[config.mk]
export PLATFORM = sky130hd
export DESIGN_NAME = sbuf_tso_unit
export DESIGN_NICKNAME = d
export VERILOG_FILES = /design/src/rtl/sbuf_pkg.sv /design/src/rtl/sbuf_queue.sv /design/src/rtl/sbuf_ctl.sv /design/src/rtl/sbuf_mem_mux.sv /design/src/rtl/sbuf_tso_unit.sv
export SDC_FILE = /design/constraint.sdc
export NUM_CORES = 1
export LEC_CHECK = 0
export ABC_CLOCK_PERIOD_IN_PS = 7050
export BUFFER_PORTS_ARGS = -buffer_cell sky130_fd_sc_hd__buf_2
export CELL_PAD_IN_SITES_DETAIL_PLACEMENT = 1
export CELL_PAD_IN_SITES_GLOBAL_PLACEMENT = 1
export CORE_ASPECT_RATIO = 0.75
export CORE_UTILIZATION = 50
export CTS_BUF_LIST = sky130_fd_sc_hd__clkbuf_4 sky130_fd_sc_hd__clkbuf_8
export CTS_CLUSTER_SIZE = 8
export DETAILED_ROUTE_END_ITERATION = 10
export HOLD_SLACK_MARGIN = 0.03
export PLACE_DENSITY = 0.89
export SYNTH_ARGS = -nofsm -noshare
export SYNTH_HDL_FRONTEND = slang
export SYNTH_SLANG_ARGS = --single-unit
export TNS_END_PERCENT = 1
[constraint.sdc]
create_clock -name clk -period 7.05 [get_ports clk]
set_input_delay 0.705 -clock clk [delete_from_list [all_inputs] [get_ports clk]]
set_output_delay 0.705 -clock clk [all_outputs]
set_load 0.03 [all_outputs]
[src/rtl/sbuf_pkg.sv]
`timescale 1ns/1ps
package sbuf_pkg;
    typedef enum logic [1:0] {
        CTL_IDLE    = 2'd0,
        CTL_LD_REQ  = 2'd1,
        CTL_LD_WAIT = 2'd2,
        CTL_FENCE   = 2'd3
    } ctl_state_e;
endpackage

[src/rtl/sbuf_queue.sv]
`timescale 1ns/1ps
module sbuf_queue #(
    parameter int AW    = 32,
    parameter int DW    = 32,
    parameter int DEPTH = 4
) (
    input  logic          clk,
    input  logic          rst_n,
    input  logic          push,
    input  logic [AW-1:0] push_addr,
    input  logic [DW-1:0] push_data,
    input  logic          pop,
    output logic [AW-1:0] head_addr,
    output logic [DW-1:0] head_data,
    output logic          empty,
    output logic          full,
    input  logic [AW-1:0] srch_addr,
    output logic          srch_hit,
    output logic [DW-1:0] srch_data
);
    localparam int PTR_W = (DEPTH > 1) ? $clog2(DEPTH) : 1;
    localparam int CNT_W = $clog2(DEPTH + 1);

    typedef struct packed {
        logic [DEPTH-1:0][AW-1:0] addr;
        logic [DEPTH-1:0][DW-1:0] data;
        logic [PTR_W-1:0]         head;
        logic [PTR_W-1:0]         tail;
        logic [CNT_W-1:0]         count;
    } q_t;

    q_t q_d, q_q;

    function automatic logic [PTR_W-1:0] bump(input logic [PTR_W-1:0] p);
        return (p == PTR_W'(DEPTH - 1)) ? '0 : p + 1'b1;
    endfunction

    // next-state: ring pointers and occupancy
    always_comb begin
        q_d = q_q;
        if (pop) begin
            q_d.head = bump(q_q.head);
        end
        if (push) begin
            q_d.addr[q_q.tail] = push_addr;
            q_d.data[q_q.tail] = push_data;
            q_d.tail           = bump(q_q.tail);
        end
        q_d.count = q_q.count + CNT_W'(push) - CNT_W'(pop);
    end

    always_ff @(posedge clk) begin
        if (!rst_n) q_q <= '0;
        else        q_q <= q_d;
    end

    assign empty     = (q_q.count == '0);
    assign full      = (q_q.count == CNT_W'(DEPTH));
    assign head_addr = q_q.addr[q_q.head];
    assign head_data = q_q.data[q_q.head];

    // search from oldest to newest so the newest match wins,
    // then let a store being taken this cycle override everything
    logic [PTR_W:0] slot;
    always_comb begin
        srch_hit  = 1'b0;
        srch_data = '0;
        slot      = '0;
        for (int i = 0; i < DEPTH; i++) begin
            slot = {1'b0, q_q.head} + (PTR_W+1)'(i);
            if (slot >= (PTR_W+1)'(DEPTH)) slot = slot - (PTR_W+1)'(DEPTH);
            if ((CNT_W'(i) < q_q.count) && (q_q.addr[slot[PTR_W-1:0]] == srch_addr)) begin
                srch_hit  = 1'b1;
                srch_data = q_q.data[slot[PTR_W-1:0]];
            end
        end
        if (push && (push_addr == srch_addr)) begin
            srch_hit  = 1'b1;
            srch_data = push_data;
        end
    end

    AST_NO_OVERFLOW:  assert property (@(posedge clk) disable iff (!rst_n) push |-> !full) else $error("push into full queue");
    AST_NO_UNDERFLOW: assert property (@(posedge clk) disable iff (!rst_n) pop |-> !empty) else $error("pop from empty queue");
    AST_POP_MOVES:    assert property (@(posedge clk) disable iff (!rst_n) (pop && !push) |=> (q_q.count == $past(q_q.count) - 1'b1)) else $error("pop lost");
endmodule

[src/rtl/sbuf_ctl.sv]
`timescale 1ns/1ps
module sbuf_ctl
    import sbuf_pkg::*;
#(
    parameter int AW = 32,
    parameter int DW = 32
) (
    input  logic          clk,
    input  logic          rst_n,
    input  logic          ld_valid,
    input  logic [AW-1:0] ld_addr,
    output logic          ld_ready,
    output logic          ld_rsp_valid,
    output logic [DW-1:0] ld_rsp_data,
    input  logic          fence_valid,
    output logic          fence_ready,
    output logic          fence_done,
    output logic          st_block,
    input  logic          q_empty,
    input  logic          srch_hit,
    input  logic [DW-1:0] srch_data,
    output logic          rd_req,
    output logic [AW-1:0] rd_addr,
    input  logic          rd_grant,
    input  logic          mem_rsp_valid,
    input  logic [DW-1:0] mem_rsp_data
);
    typedef struct packed {
        ctl_state_e    state;
        logic [AW-1:0] addr;
        logic          rsp_valid;
        logic [DW-1:0] rsp_data;
    } ctl_t;

    ctl_t c_d, c_q;

    assign ld_ready     = (c_q.state == CTL_IDLE);
    assign fence_ready  = (c_q.state == CTL_IDLE) && !ld_valid;
    assign fence_done   = (c_q.state == CTL_FENCE) && q_empty;
    assign st_block     = (c_q.state == CTL_FENCE);
    assign rd_req       = (c_q.state == CTL_LD_REQ);
    assign rd_addr      = c_q.addr;
    assign ld_rsp_valid = c_q.rsp_valid;
    assign ld_rsp_data  = c_q.rsp_data;

    always_comb begin
        c_d           = c_q;
        c_d.rsp_valid = 1'b0;
        unique case (c_q.state)
            CTL_IDLE: begin
                if (ld_valid) begin
                    if (srch_hit) begin
                        c_d.rsp_valid = 1'b1;
                        c_d.rsp_data  = srch_data;
                    end else begin
                        c_d.state = CTL_LD_REQ;
                        c_d.addr  = ld_addr;
                    end
                end else if (fence_valid) begin
                    c_d.state = CTL_FENCE;
                end
            end
            CTL_LD_REQ: begin
                if (rd_grant) c_d.state = CTL_LD_WAIT;
            end
            CTL_LD_WAIT: begin
                if (mem_rsp_valid) begin
                    c_d.rsp_valid = 1'b1;
                    c_d.rsp_data  = mem_rsp_data;
                    c_d.state     = CTL_IDLE;
                end
            end
            CTL_FENCE: begin
                if (q_empty) c_d.state = CTL_IDLE;
            end
            default: c_d.state = CTL_IDLE;
        endcase
    end

    always_ff @(posedge clk) begin
        if (!rst_n) begin
            c_q       <= '0;
            c_q.state <= CTL_IDLE;
        end else begin
            c_q <= c_d;
        end
    end

    AST_FENCE_PULSE: assert property (@(posedge clk) disable iff (!rst_n) fence_done |=> !fence_done) else $error("fence done held");
    AST_MISS_RSP:    assert property (@(posedge clk) disable iff (!rst_n) (c_q.state == CTL_LD_WAIT && mem_rsp_valid) |=> (ld_rsp_valid && ld_rsp_data == $past(mem_rsp_data))) else $error("miss response lost");
    AST_ONE_LOAD:    assert property (@(posedge clk) disable iff (!rst_n) (c_q.state == CTL_LD_WAIT) |-> !ld_ready) else $error("second load in flight");
endmodule

[src/rtl/sbuf_mem_mux.sv]
`timescale 1ns/1ps
module sbuf_mem_mux #(
    parameter int AW = 32,
    parameter int DW = 32
) (
    input  logic          clk,
    input  logic          rst_n,
    input  logic          rd_req,
    input  logic [AW-1:0] rd_addr,
    input  logic          wr_req,
    input  logic [AW-1:0] wr_addr,
    input  logic [DW-1:0] wr_data,
    input  logic          mem_req_ready,
    output logic          mem_req_valid,
    output logic          mem_req_we,
    output logic [AW-1:0] mem_req_addr,
    output logic [DW-1:0] mem_req_wdata,
    output logic          rd_grant,
    output logic          wr_grant
);
    // a pending load read always wins the single port
    always_comb begin
        mem_req_valid = rd_req || wr_req;
        mem_req_we    = !rd_req && wr_req;
        mem_req_addr  = rd_req ? rd_addr : wr_addr;
        mem_req_wdata = rd_req ? '0 : wr_data;
        rd_grant      = rd_req && mem_req_ready;
        wr_grant      = !rd_req && wr_req && mem_req_ready;
    end

    AST_ONE_GRANT: assert property (@(posedge clk) disable iff (!rst_n) $onehot0({rd_grant, wr_grant})) else $error("two grants");
    AST_RD_FIRST:  assert property (@(posedge clk) disable iff (!rst_n) rd_req |-> (mem_req_valid && !mem_req_we && !wr_grant)) else $error("write beat read");
endmodule

[src/rtl/sbuf_tso_unit.sv]
`timescale 1ns/1ps
module sbuf_tso_unit #(
    parameter int AW    = 32,
    parameter int DW    = 32,
    parameter int DEPTH = 4
) (
    input  logic          clk,
    input  logic          rst_n,
    input  logic          st_valid,
    output logic          st_ready,
    input  logic [AW-1:0] st_addr,
    input  logic [DW-1:0] st_data,
    input  logic          ld_valid,
    output logic          ld_ready,
    input  logic [AW-1:0] ld_addr,
    output logic          ld_rsp_valid,
    output logic [DW-1:0] ld_rsp_data,
    input  logic          fence_valid,
    output logic          fence_ready,
    output logic          fence_done,
    output logic          mem_req_valid,
    input  logic          mem_req_ready,
    output logic          mem_req_we,
    output logic [AW-1:0] mem_req_addr,
    output logic [DW-1:0] mem_req_wdata,
    input  logic          mem_rsp_valid,
    input  logic [DW-1:0] mem_rsp_data
);
    logic          q_push, q_pop, q_empty, q_full, q_hit, st_block;
    logic          rd_req, rd_grant;
    logic [AW-1:0] head_addr, rd_addr;
    logic [DW-1:0] head_data, hit_data;

    assign st_ready = !q_full && !st_block;
    assign q_push   = st_valid && st_ready;

    sbuf_queue #(.AW(AW), .DW(DW), .DEPTH(DEPTH)) u_queue (
        .clk       (clk),
        .rst_n     (rst_n),
        .push      (q_push),
        .push_addr (st_addr),
        .push_data (st_data),
        .pop       (q_pop),
        .head_addr (head_addr),
        .head_data (head_data),
        .empty     (q_empty),
        .full      (q_full),
        .srch_addr (ld_addr),
        .srch_hit  (q_hit),
        .srch_data (hit_data)
    );

    sbuf_ctl #(.AW(AW), .DW(DW)) u_ctl (
        .clk           (clk),
        .rst_n         (rst_n),
        .ld_valid      (ld_valid),
        .ld_addr       (ld_addr),
        .ld_ready      (ld_ready),
        .ld_rsp_valid  (ld_rsp_valid),
        .ld_rsp_data   (ld_rsp_data),
        .fence_valid   (fence_valid),
        .fence_ready   (fence_ready),
        .fence_done    (fence_done),
        .st_block      (st_block),
        .q_empty       (q_empty),
        .srch_hit      (q_hit),
        .srch_data     (hit_data),
        .rd_req        (rd_req),
        .rd_addr       (rd_addr),
        .rd_grant      (rd_grant),
        .mem_rsp_valid (mem_rsp_valid),
        .mem_rsp_data  (mem_rsp_data)
    );

    sbuf_mem_mux #(.AW(AW), .DW(DW)) u_mux (
        .clk           (clk),
        .rst_n         (rst_n),
        .rd_req        (rd_req),
        .rd_addr       (rd_addr),
        .wr_req        (!q_empty),
        .wr_addr       (head_addr),
        .wr_data       (head_data),
        .mem_req_ready (mem_req_ready),
        .mem_req_valid (mem_req_valid),
        .mem_req_we    (mem_req_we),
        .mem_req_addr  (mem_req_addr),
        .mem_req_wdata (mem_req_wdata),
        .rd_grant      (rd_grant),
        .wr_grant      (q_pop)
    );

    AST_WR_HOLD:      assert property (@(posedge clk) disable iff (!rst_n) (mem_req_valid && mem_req_we && !mem_req_ready) |=> (!mem_req_we || ($stable(mem_req_addr) && $stable(mem_req_wdata)))) else $error("write changed while stalled");
    AST_FENCE_QUIET:  assert property (@(posedge clk) disable iff (!rst_n) fence_done |-> !(mem_req_valid && mem_req_we)) else $error("done with write pending");
    AST_FENCE_NO_NEW: assert property (@(posedge clk) disable iff (!rst_n) (fence_valid && fence_ready) |=> (!st_ready && !ld_ready)) else $error("fence did not block");
    AST_FULL_STALL:   assert property (@(posedge clk) disable iff (!rst_n) (st_ready && !st_block) |-> !q_full) else $error("ready while full");
endmodule

==> Yosys cells after proc, flatten, opt, wreduce, memory -nomap -nowiden <==
Cells that the tools add are included.
{ "totals": {"regBits": 330, "input_bits": 135, "output_inout_bits": 103} }
{ "classes": {"n_addsub": 11, "magnitude_cmp": 15, "n_eq_ne": 18, "n_mux": 53, "bitwise": 1, "reduce_logical": 25} }
{ "op_table": {"columns": ["cell", "count"], "rows": [
  ["$bmux W32 S2", 10],
  ["$mux W32", 18],
  ["$bwmux W128", 2],
  ["$eq A32 B32 Y1", 5],
  ["$mux W33", 3],
  ["$pmux W33 S2", 1],
  ["$demux W32 S2", 1],
  ["$mux W34", 1],
  ["$mux W2", 11],
  ["$lt A2 B3 Y1 const B", 6],
  ["$logic_and A1 B1 Y1", 13],
  ["$ge A3 B3 Y1 const B", 3],
  ["$eq A2 B2 Y1 const B", 4],
  ["$ne A2 B2 Y1 const B", 4],
  ["$pmux W2 S4", 1],
  ["$sub A2 B1 Y2 const B", 4],
  ["$add A2 B2 Y3 const B", 2],
  ["$lt A1 B3 Y1 const A", 2],
  ["$lt A2 B3 Y1 const A", 2],
  ["$logic_not A1 Y1", 5],
  ["$mux W1", 5],
  ["$reduce_and A5 Y1", 1],
  ["$add A2 B1 Y2 const B", 2],
  ["$reduce_and A4 Y1", 1],
  ["other kinds (16)", 16]
]} }

==> Depth between registers and ports, before layout <==
Gate-level depths: netlist of run 1.
{ "depth": {"depth_word": 14, "ltp_mapped": 17, "depth_no_buf": 11} }

==> By module <==
Synthesis of run 1 repeated with hierarchy kept, for this count alone.
{ "unflattened": {"cells_unflattened": 2566, "hier_area_um2": 22763.1} }
{ "modules_own_cells": {"columns": ["mod", "instances", "cells_each", "area_each_um2", "seq_area_each_um2"], "rows": [
  ["sbuf_queue", 1, 2146, 18941.9, 5265.0],
  ["sbuf_ctl", 1, 341, 3136.8, 1341.3],
  ["sbuf_mem_mux", 1, 76, 664.4, 0.0],
  ["sbuf_tso_unit", 1, 3, 20.0, 0.0]
]} }

==> Worst setup path before layout of run 1 <==
No wires, ideal clock.
{ "synth_timing": {"path_type": "register to output", "startpoint": "register u_queue.q_q[6] (netlist bit)", "endpoint": "output mem_req_addr[14]", "arrival_ns": 3.326, "path_slack_ns": 3.019, "stages_incl_launch_ff": 13, "n_path_buf": 10, "cell_sequence": "dfxtp_1 > buf_2 > buf_2 > buf_2 > buf_2 > buf_2 > buf_2 > clkbuf_1 > buf_2 > buf_1 > clkbuf_1 > o21ai_0 > o21ai_0"} }
{ "synth_via": {"elab_chain_cells": 3} }
{ "synth_rtl": {"columns": ["element", "line_no", "text"], "rows": [
  ["from (decl)", "sbuf_queue.sv:32", "q_t q_d, q_q;"],
  ["from (signal assigned)", "sbuf_queue.sv:54", "else q_q <= q_d;"],
  ["$bmux W32 S2", "sbuf_queue.sv:59", "assign head_addr = q_q.addr[q_q.head];"],
  ["$mux W32 (implied by the code)", "sbuf_queue.sv:59", null],
  ["$mux W32", "sbuf_mem_mux.sv:25", "mem_req_addr = rd_req ? rd_addr : wr_addr;"],
  ["to (decl)", "sbuf_tso_unit.sv:24", "output logic [AW-1:0] mem_req_addr,"]
]} }
Every way passes these cells. The select of a mux whose other input is x is not followed.

==> Final worst setup path of run 1 <==
{ "layout_timing": {"startpoint": "register u_queue.q_q[6] (netlist bit)", "endpoint": "register u_ctl.c_q, in the netlist u_ctl.rd_addr[2]"} }
{ "layout_via": {"elab_chain_cells": 13} }
{ "layout_rtl": {"columns": ["element", "line_no", "text"], "rows": [
  ["$add A2 B1 Y3, or another cell as far along", "sbuf_queue.sv:70", "slot = {1'b0, q_q.head} + (PTR_W+1)'(i);"],
  ["$ge A3 B3 Y1, or another cell as far along", "sbuf_queue.sv:71", "if (slot >= (PTR_W+1)'(DEPTH)) slot = slot - (PTR_W+1)'(DEPTH);"],
  ["$mux W2 / $bmux W32 S2 (equally long branches)", "sbuf_queue.sv:71, sbuf_queue.sv:72", null],
  ["$bmux W32 S2 / $mux W32 (equally long branches)", "sbuf_queue.sv:72", "if ((CNT_W'(i) < q_q.count) && (q_q.addr[slot[PTR_W-1:0]] == srch_addr)) begin"],
  ["$mux W32 (implied by the code) / $eq A32 B32 Y1 (equally long branches)", "sbuf_queue.sv:72", null],
  ["$eq A32 B32 Y1 / $logic_and A1 B1 Y1 (equally long branches)", "sbuf_queue.sv:72", null],
  ["$logic_and A1 B1 Y1 / $mux W1 (equally long branches)", "sbuf_queue.sv:72", null],
  ["$mux W1 (2 in series)", "sbuf_queue.sv:72", null],
  ["$mux W1 *", "sbuf_queue.sv:72", null],
  ["$mux W1 *", "sbuf_queue.sv:77", "if (push && (push_addr == srch_addr)) begin"],
  ["$not A1 Y1 (no source line) *", null, null],
  ["$reduce_and A3 Y1 (no source line) *", null, null],
  ["to (decl)", "sbuf_ctl.sv:35", "ctl_t c_d, c_q;"]
]} }
Every way passes the cells marked *; elsewhere a longest branch is shown, timed or not. The select of a mux whose other input is x is not followed.
A chain may end at the register's enable or synchronous reset.

==> qor.csv, run 1 <==
stage,metric,value,unit
die,die_y,189,um
die,io_pins,238,
cts,cts_tree,yes,
synthesis,synth_flop_cell,dfxtp_1,
worst_setup_path,cp.arrival,6110,ps
layout,final_core_util,55.2,%
layout,area_growth,8.93,%
global_routing,grt_max_degree,127,
timing,maxSlewHeadroom,19.4,%
global_routing,first_global_vias,24300,
timing,worstMarginPinSlew,1180,ps
worst_hold_path,holdCritPathClass,in -> reg,
synthesis,synth.avg_cell_area,8.07,sq um
die,start_util,50.7,%
timing,whs,292,ps
layout,stdcell_area,25400,sq um
synthesis,synth.top_cell.area_share,28.3,%
drt,routedWlPerCell,28.4,um
layout,fill_cells,5627,
die,die_w,251,um
global_routing,antenna_found_initial,11,
synthesis,ys_seq_area_share,28.3,%
cts,holdBufCountCts,0,
cts,cts_resized,0,
power,p_int,0.00400,W
drt,drt_iter0_markers,3355,
timing,rsz0062_at_grt,no,
power,power_switching,0.00291,W
worst_setup_path,cp-end-kind,flip-flop,
drt,ant_nets,0,
global_routing,grt_pass1_wl,153000,um
power,comb_power_share,39.7,%
cts,htree_levels,2,
layout,drive_gt1_share,19.6,%
drt,via_per_inst,6.81,
power,powerDensity,272,nW/um^2
power,swShare,42.1,%
worst_setup_path,worstPathRequired,7640,ps
synthesis,synth_seq_cells,330,
timing,period_minus_slack,5520,ps
drt,firstDrtPassIters,6,
synthesis,syn-num-nets,3035,
synthesis,yosysUniqueCellTypes,72,
cts,cts_buffers,56,
drt,vias,24400,
synthesis,synth_cells,2890,
worst_setup_path,crit_path_max_fanout,66,
worst_setup_path,critical_path.startpoint_type,flip-flop,
power,p_total,0.00691,W
cts,post_cts_buffers,0,
synthesis,ys_warn_count,0,
synthesis,yosys.area.top_type,dfxtp_1,
timing,fmax,181,MHz
timing,clock_skew,52.5,ps
power,p_leak,8.73,nW
cts,cts_sinks,330,
synthesis,yosys-top-cells-area,"dfxtp_1 (28%), mux4_2 (11%), nand2_1 (11%), mux2i_1 (7.3%), a21oi_1 (6.9%)",
timing,setup_viol,0,
die,num_rows,68,
layout,layout_commonest_cell,nand2_1,
die,core,46000,sq um
synthesis,synthesis.area,23300,sq um
global_routing,overflow,0,
cts,clkTransAtPathRegs,70,ps
drt,drc,0,
worst_setup_path,criticalPathCategory,reg -> reg,
power,pwr-share-seq,32.5,%
global_routing,track_usage,42.1,%
die,die-area,47500,sq um
layout,final_cell_mix,"nand2_1 (693), dfxtp_1 (328), a21oi_1 (321), buf_2 (237), mux2i_1 (170)",
timing,finalHoldViolCount,0,
layout,finalNetCount,3056,
placement,port_buffers,237,
timing,post-route-period-util,78.3,%
flow_run,maxCapViolCount,0,
cts,root_buffer,clkbuf_8,
timing,finalSetupTns,0,ps
placement,dp_hpwl,68200,um
outcome,status,"complete, no violations",
cts,clock_path_buffers,3,
power,ir_worst_vdd,205,uV
placement,dpl_cell_area,24200,sq um
placement,gp_congestion,1.06,
timing,drv_slew,0,
synthesis,synthArstFlopShare,0,%
drt,wl,102000,um
synthesis,synth_edf_count,0,
power,clkPwrFrac,27.8,%
cts,worstSkewPairLatency,700,ps
-- Yosys cell counts, drive strengths merged, types with 47 or more instances --
cell type,number
a21oi,322
buf,134
clkbuf,177
dfxtp,330
inv,53
mux2,55
mux2i,171
mux4,119
nand2,697
nor2,125
o21ai,85
xnor2,81
xor2,47
-- registers in the layout, indices dropped and copies added, names as in the netlist --
name	flops
u_ctl.ld_rsp_valid	1
u_ctl.ld_rsp_data	32
u_ctl.rd_addr	32
u_queue.q_q	263
u_ctl.c_q	2
-- cell families (layout without fill, tap and decap cells) --
| group | after synthesis | count (layout) | share of synthesized area (%) |
|---|---|---|---|
| mux | 345 | 345 | 21.5 |
| fa+ha+maj | 10 | 10 | 0.569 |
| xor+xnor | 128 | 128 | 4.81 |
| other cells | 0 | 8 | 0 |
| buf+inv | 366 | 426 | 7.28 |
| simple gates | 1032 | 1032 | 19.0 |
| compound gates | 679 | 679 | 18.5 |
| flops | 330 | 330 | 28.3 |
-- cell type report --
class	instances	area (sq um)	share of cell area [%]
Sequential cell	330	6610	26.0
Clock buffer	88	1090	4.27
Multi-Input combinational cell	2194	15100	59.4
Antenna cell	8	20.0	0.0788
Timing Repair Buffer	274	1480	5.81
Tap cell	630	788	3.10
Clock inverter	9	108	0.423
Inverter	55	214	0.842
-- power groups by stage --
stage	Sequential (W)	Combinational, W	Clock (W)
3_3_place_gp	0.00225	0.00258	0
5_1_grt	0.00226	0.00286	0.00200
3_5_place_dp	0.00227	0.00265	0
6_report	0.00224	0.00275	0.00192
4_1_cts	0.00223	0.00267	0.00193
2_1_floorplan	0.00215	0.00199	0
-- path summary, 6_finish.rpt --
path                                       start               end  slack [ps]  cells after the start
worst max-delay path              u_queue.q_q[6]  u_ctl.rd_addr[2]        1530                     11
worst min-delay path                  st_data[3]   u_queue.q_q[10]         290                      3
worst max register to register    u_queue.q_q[6]  u_ctl.rd_addr[2]        1530                     11
worst min register to register  u_ctl.rd_addr[3]  u_ctl.rd_addr[3]         460                      2
-- stage by stage --
stage / std cells / setup slack, ps
2_1_floorplan: 2890 / 3020
3_3_place_gp: 3483 / 1900
3_5_place_dp: 3483 / 1660
4_1_cts: 3580 / 1650
5_1_grt: 3586 / 1300
6_report: 3588 / 1530
-- critical path, stage by stage (launching register included) --
cell	delay, ps
dfxtp_4	920
ha_4	550
buf_4	620
mux4_2	600
xnor2_1	180
and4_1	230
nand3_1	90
buf_4	420
nor2_1	120
a2111oi_2	350
and3_2	930
mux2i_1	300
-- routing by layer --
| layer | vias to the layer above | track usage (%) | routed length (um) |
|---|---|---|---|
| met5 | - | 0 | 10 |
| met4 | 2 | 17.2 | 3840 |
| met3 | 306 | 13.9 | 13900 |
| met2 | 1661 | 62.0 | 43400 |
| met1 | 12200 | 56.7 | 40700 |
| li1 | 10300 | - | - |
Power figures use the tool's default switching activity.
==> run 2, diff against run 1 <==
--- a/config.mk
+++ b/config.mk
@@ -5,17 +5,17 @@
 export SDC_FILE = /design/constraint.sdc
 export NUM_CORES = 1
 export LEC_CHECK = 0
-export ABC_CLOCK_PERIOD_IN_PS = 7050
+export ABC_CLOCK_PERIOD_IN_PS = 5650
 export BUFFER_PORTS_ARGS = -buffer_cell sky130_fd_sc_hd__buf_2
 export CELL_PAD_IN_SITES_DETAIL_PLACEMENT = 1
 export CELL_PAD_IN_SITES_GLOBAL_PLACEMENT = 1
 export CORE_ASPECT_RATIO = 0.75
-export CORE_UTILIZATION = 50
+export CORE_UTILIZATION = 46
 export CTS_BUF_LIST = sky130_fd_sc_hd__clkbuf_4 sky130_fd_sc_hd__clkbuf_8
 export CTS_CLUSTER_SIZE = 8
 export DETAILED_ROUTE_END_ITERATION = 10
 export HOLD_SLACK_MARGIN = 0.03
-export PLACE_DENSITY = 0.89
+export PLACE_DENSITY = 0.83
 export SYNTH_ARGS = -nofsm -noshare
 export SYNTH_HDL_FRONTEND = slang
 export SYNTH_SLANG_ARGS = --single-unit
==> constraint.sdc (replaced) <==
create_clock -name clk -period 5.65 [get_ports clk]
set_input_delay 0.565 -clock clk [delete_from_list [all_inputs] [get_ports clk]]
set_output_delay 0.565 -clock clk [all_outputs]
set_load 0.03 [all_outputs]
==> qor.csv, run 2 (synthesis gave the netlist of run 1 again) <==
stage,metric,value,unit,change
outcome,status,"complete, no violations",,
timing,period_minus_slack,4880,ps,-645 ps
drt,wl,101000,um,-0.74%
die,num_rows,71,,+4.4%
worst_setup_path,cp_top_family,simple AND/OR/NAND/NOR gates,,
placement,dp_hpwl,67800,um,-0.61%
drt,firstDrtPassIters,7,,+1
power,p_total,0.00876,W,+27%
worst_setup_path,cpPeakStageDelay,990,ps,+60 ps
placement,place_inst,3514,,+0.89%
worst_setup_path,critPathBufInv,1,,-1
cts,clkTransAtPathRegs,60,ps,about the same
layout,instances_no_fill,3623,,+0.98%
drt,drt_iter0_markers,3147,,-6.2%
power,powerDensity,341,nW/um^2,+25%
cts,root_buffer,clkbuf_8,,
timing,setup_ws,772,ps,-755 ps
placement,dp_slack,820,ps,-836 ps
layout,drive_gt1_share,19.8,%,+0.23 points
worst_setup_path,cp_cell_sequence,"ha_4, buf_4, mux4_2, xor2_1, nor4_1, and4_1, a41o_2, a2111oi_2, and3_2, mux2i_1",,
global_routing,first_global_vias,24100,,-1.2%
power,p_leak,8.83,nW,+1.2%
power,ir_worst_vdd,335,uV,+63%
timing,setup_viol,0,,unchanged
drt,vias,24200,,-1.0%
worst_hold_path,holdCritPathClass,in -> reg,,
cts,cts_tree,yes,,
timing,rsz0062_at_grt,no,,
layout,seqCellArea,6610,sq um,unchanged
worst_setup_path,crit_path_max_fanout,41,,-38%
cts,post_cts_buffers,0,,unchanged
drt,drc,0,,unchanged
die,die_y,197,um,+4.2%
global_routing,grt_max_degree,134,,+5.5%
global_routing,track_usage,38.3,%,-3.9 points
worst_setup_path,cp-end-kind,flip-flop,,
worst_setup_path,worstPathRequired,6250,ps,-1390 ps
drt,routedWlPerCell,27.9,um,-1.7%
placement,gp_congestion,1.06,,+0.49%
worst_setup_path,critical_path.startpoint_type,flip-flop,,
placement,port_buffers,237,,unchanged
die,die-area,51600,sq um,+8.6%
timing,fmax,205,MHz,+13%
die,io_pins,238,,unchanged
worst_setup_path,cp.arrival,5480,ps,-630 ps
cts,worstSkewPairLatency,720,ps,+20 ps
die,die_w,262,um,+4.2%
drt,via_per_inst,6.68,,-2.0%
placement,dpl_cell_area,24300,sq um,+0.56%
timing,post-route-period-util,86.3,%,+8.0 points
layout,fill_cells,6083,,+8.1%
cts,clock_path_buffers,3,,unchanged
layout,top_register,u_queue.q_q,,
timing,clock_skew,44.6,ps,-7.89 ps
layout,stdcell_area,25700,sq um,+1.0%
global_routing,antenna_found_initial,7,,-4
timing,maxSlewHeadroom,27.8,%,+8.4 points
worst_setup_path,cpMaxStageDelayCell,and3_2,,
timing,finalSetupTns,0,ps,unchanged
cts,holdBufCountCts,0,,unchanged
cts,cts_buffers,57,,+1.8%
layout,multi_input_area,15100,sq um,about the same
die,core,50100,sq um,+8.9%
die,start_util,46.6,%,-4.1 points
layout,finalNetCount,3061,,+0.16%
layout,largest_reg_flops,263,,unchanged
worst_setup_path,criticalPathCategory,reg -> reg,,
cts,htree_levels,2,,unchanged
timing,worstMarginPinSlew,1080,ps,-94.3 ps
timing,drv_slew,0,,unchanged
global_routing,grt_pass1_wl,150000,um,-2.2%
drt,ant_nets,0,,unchanged
layout,layout_commonest_cell,nand2_1,,
flow_run,maxCapViolCount,0,,unchanged
layout,final_cell_mix,"nand2_1 (693), dfxtp_1 (328), a21oi_1 (321), buf_2 (237), mux2i_1 (170)",,
cts,cts_sinks,330,,unchanged
cts,cts_resized,0,,unchanged
timing,finalHoldViolCount,0,,unchanged
layout,area_growth,10.0,%,
global_routing,overflow,0,,unchanged
run 2: path summary, 6_finish.rpt:
| check | slack [ps] | from | cells past startpoint | to |
|---|---|---|---|---|
| setup / recovery | 770 | u_queue.q_q[5] | 10 | u_ctl.rd_addr[26] |
| hold / removal | 130 | st_data[30] | 3 | u_queue.q_q[37] |
| setup reg to reg | 770 | u_queue.q_q[5] | 10 | u_ctl.rd_addr[26] |
| hold reg to reg | 460 | u_ctl.rd_addr[9] | 2 | u_ctl.rd_addr[9] |
run 2: layout make-up:
cell class,instances,area share [%]
inverter,55,0.834
multi-input combinational,2194,58.8
antenna,5,0.0488
tap,657,3.20
clock buffer,91,4.51
timing repair buffer,278,6.16
clock inverter,13,0.629
sequential,330,25.8
run 2: power breakdown:
| part | total (W) | internal (W) | switching [W] |
|---|---|---|---|
| Sequential | 0.00276 | 0.00252 | 0.000234 |
| Combinational | 0.00344 | 0.00118 | 0.00227 |
| Clock | 0.00256 | 0.00144 | 0.00112 |
run 2: metal layers:
metal / part of all wire (%) / vias to the layer above / routed length [um] / GRT usage [%]
met5: 0.15 / - / 155 / 0
li1: - / 10300 / - / -
met2: 43 / 1451 / 43600 / 56.8
met4: 3.1 / 10 / 3100 / 12.8
met1: 42 / 12200 / 42100 / 52.7
met3: 12 / 256 / 12200 / 11.6
run 2: stage by stage:
stage	hold WS [ps]	utilization [%]
5_1_grt	130	51.2
3_5_place_dp	452	48.6
4_1_cts	106	51.2
2_1_floorplan	435	-
3_3_place_gp	448	48.6
6_report	133	51.2
run 2: worst min-delay path: stages:
cell	delay (ps)
buf_2	130
nand2_1	60
a21oi_1	50
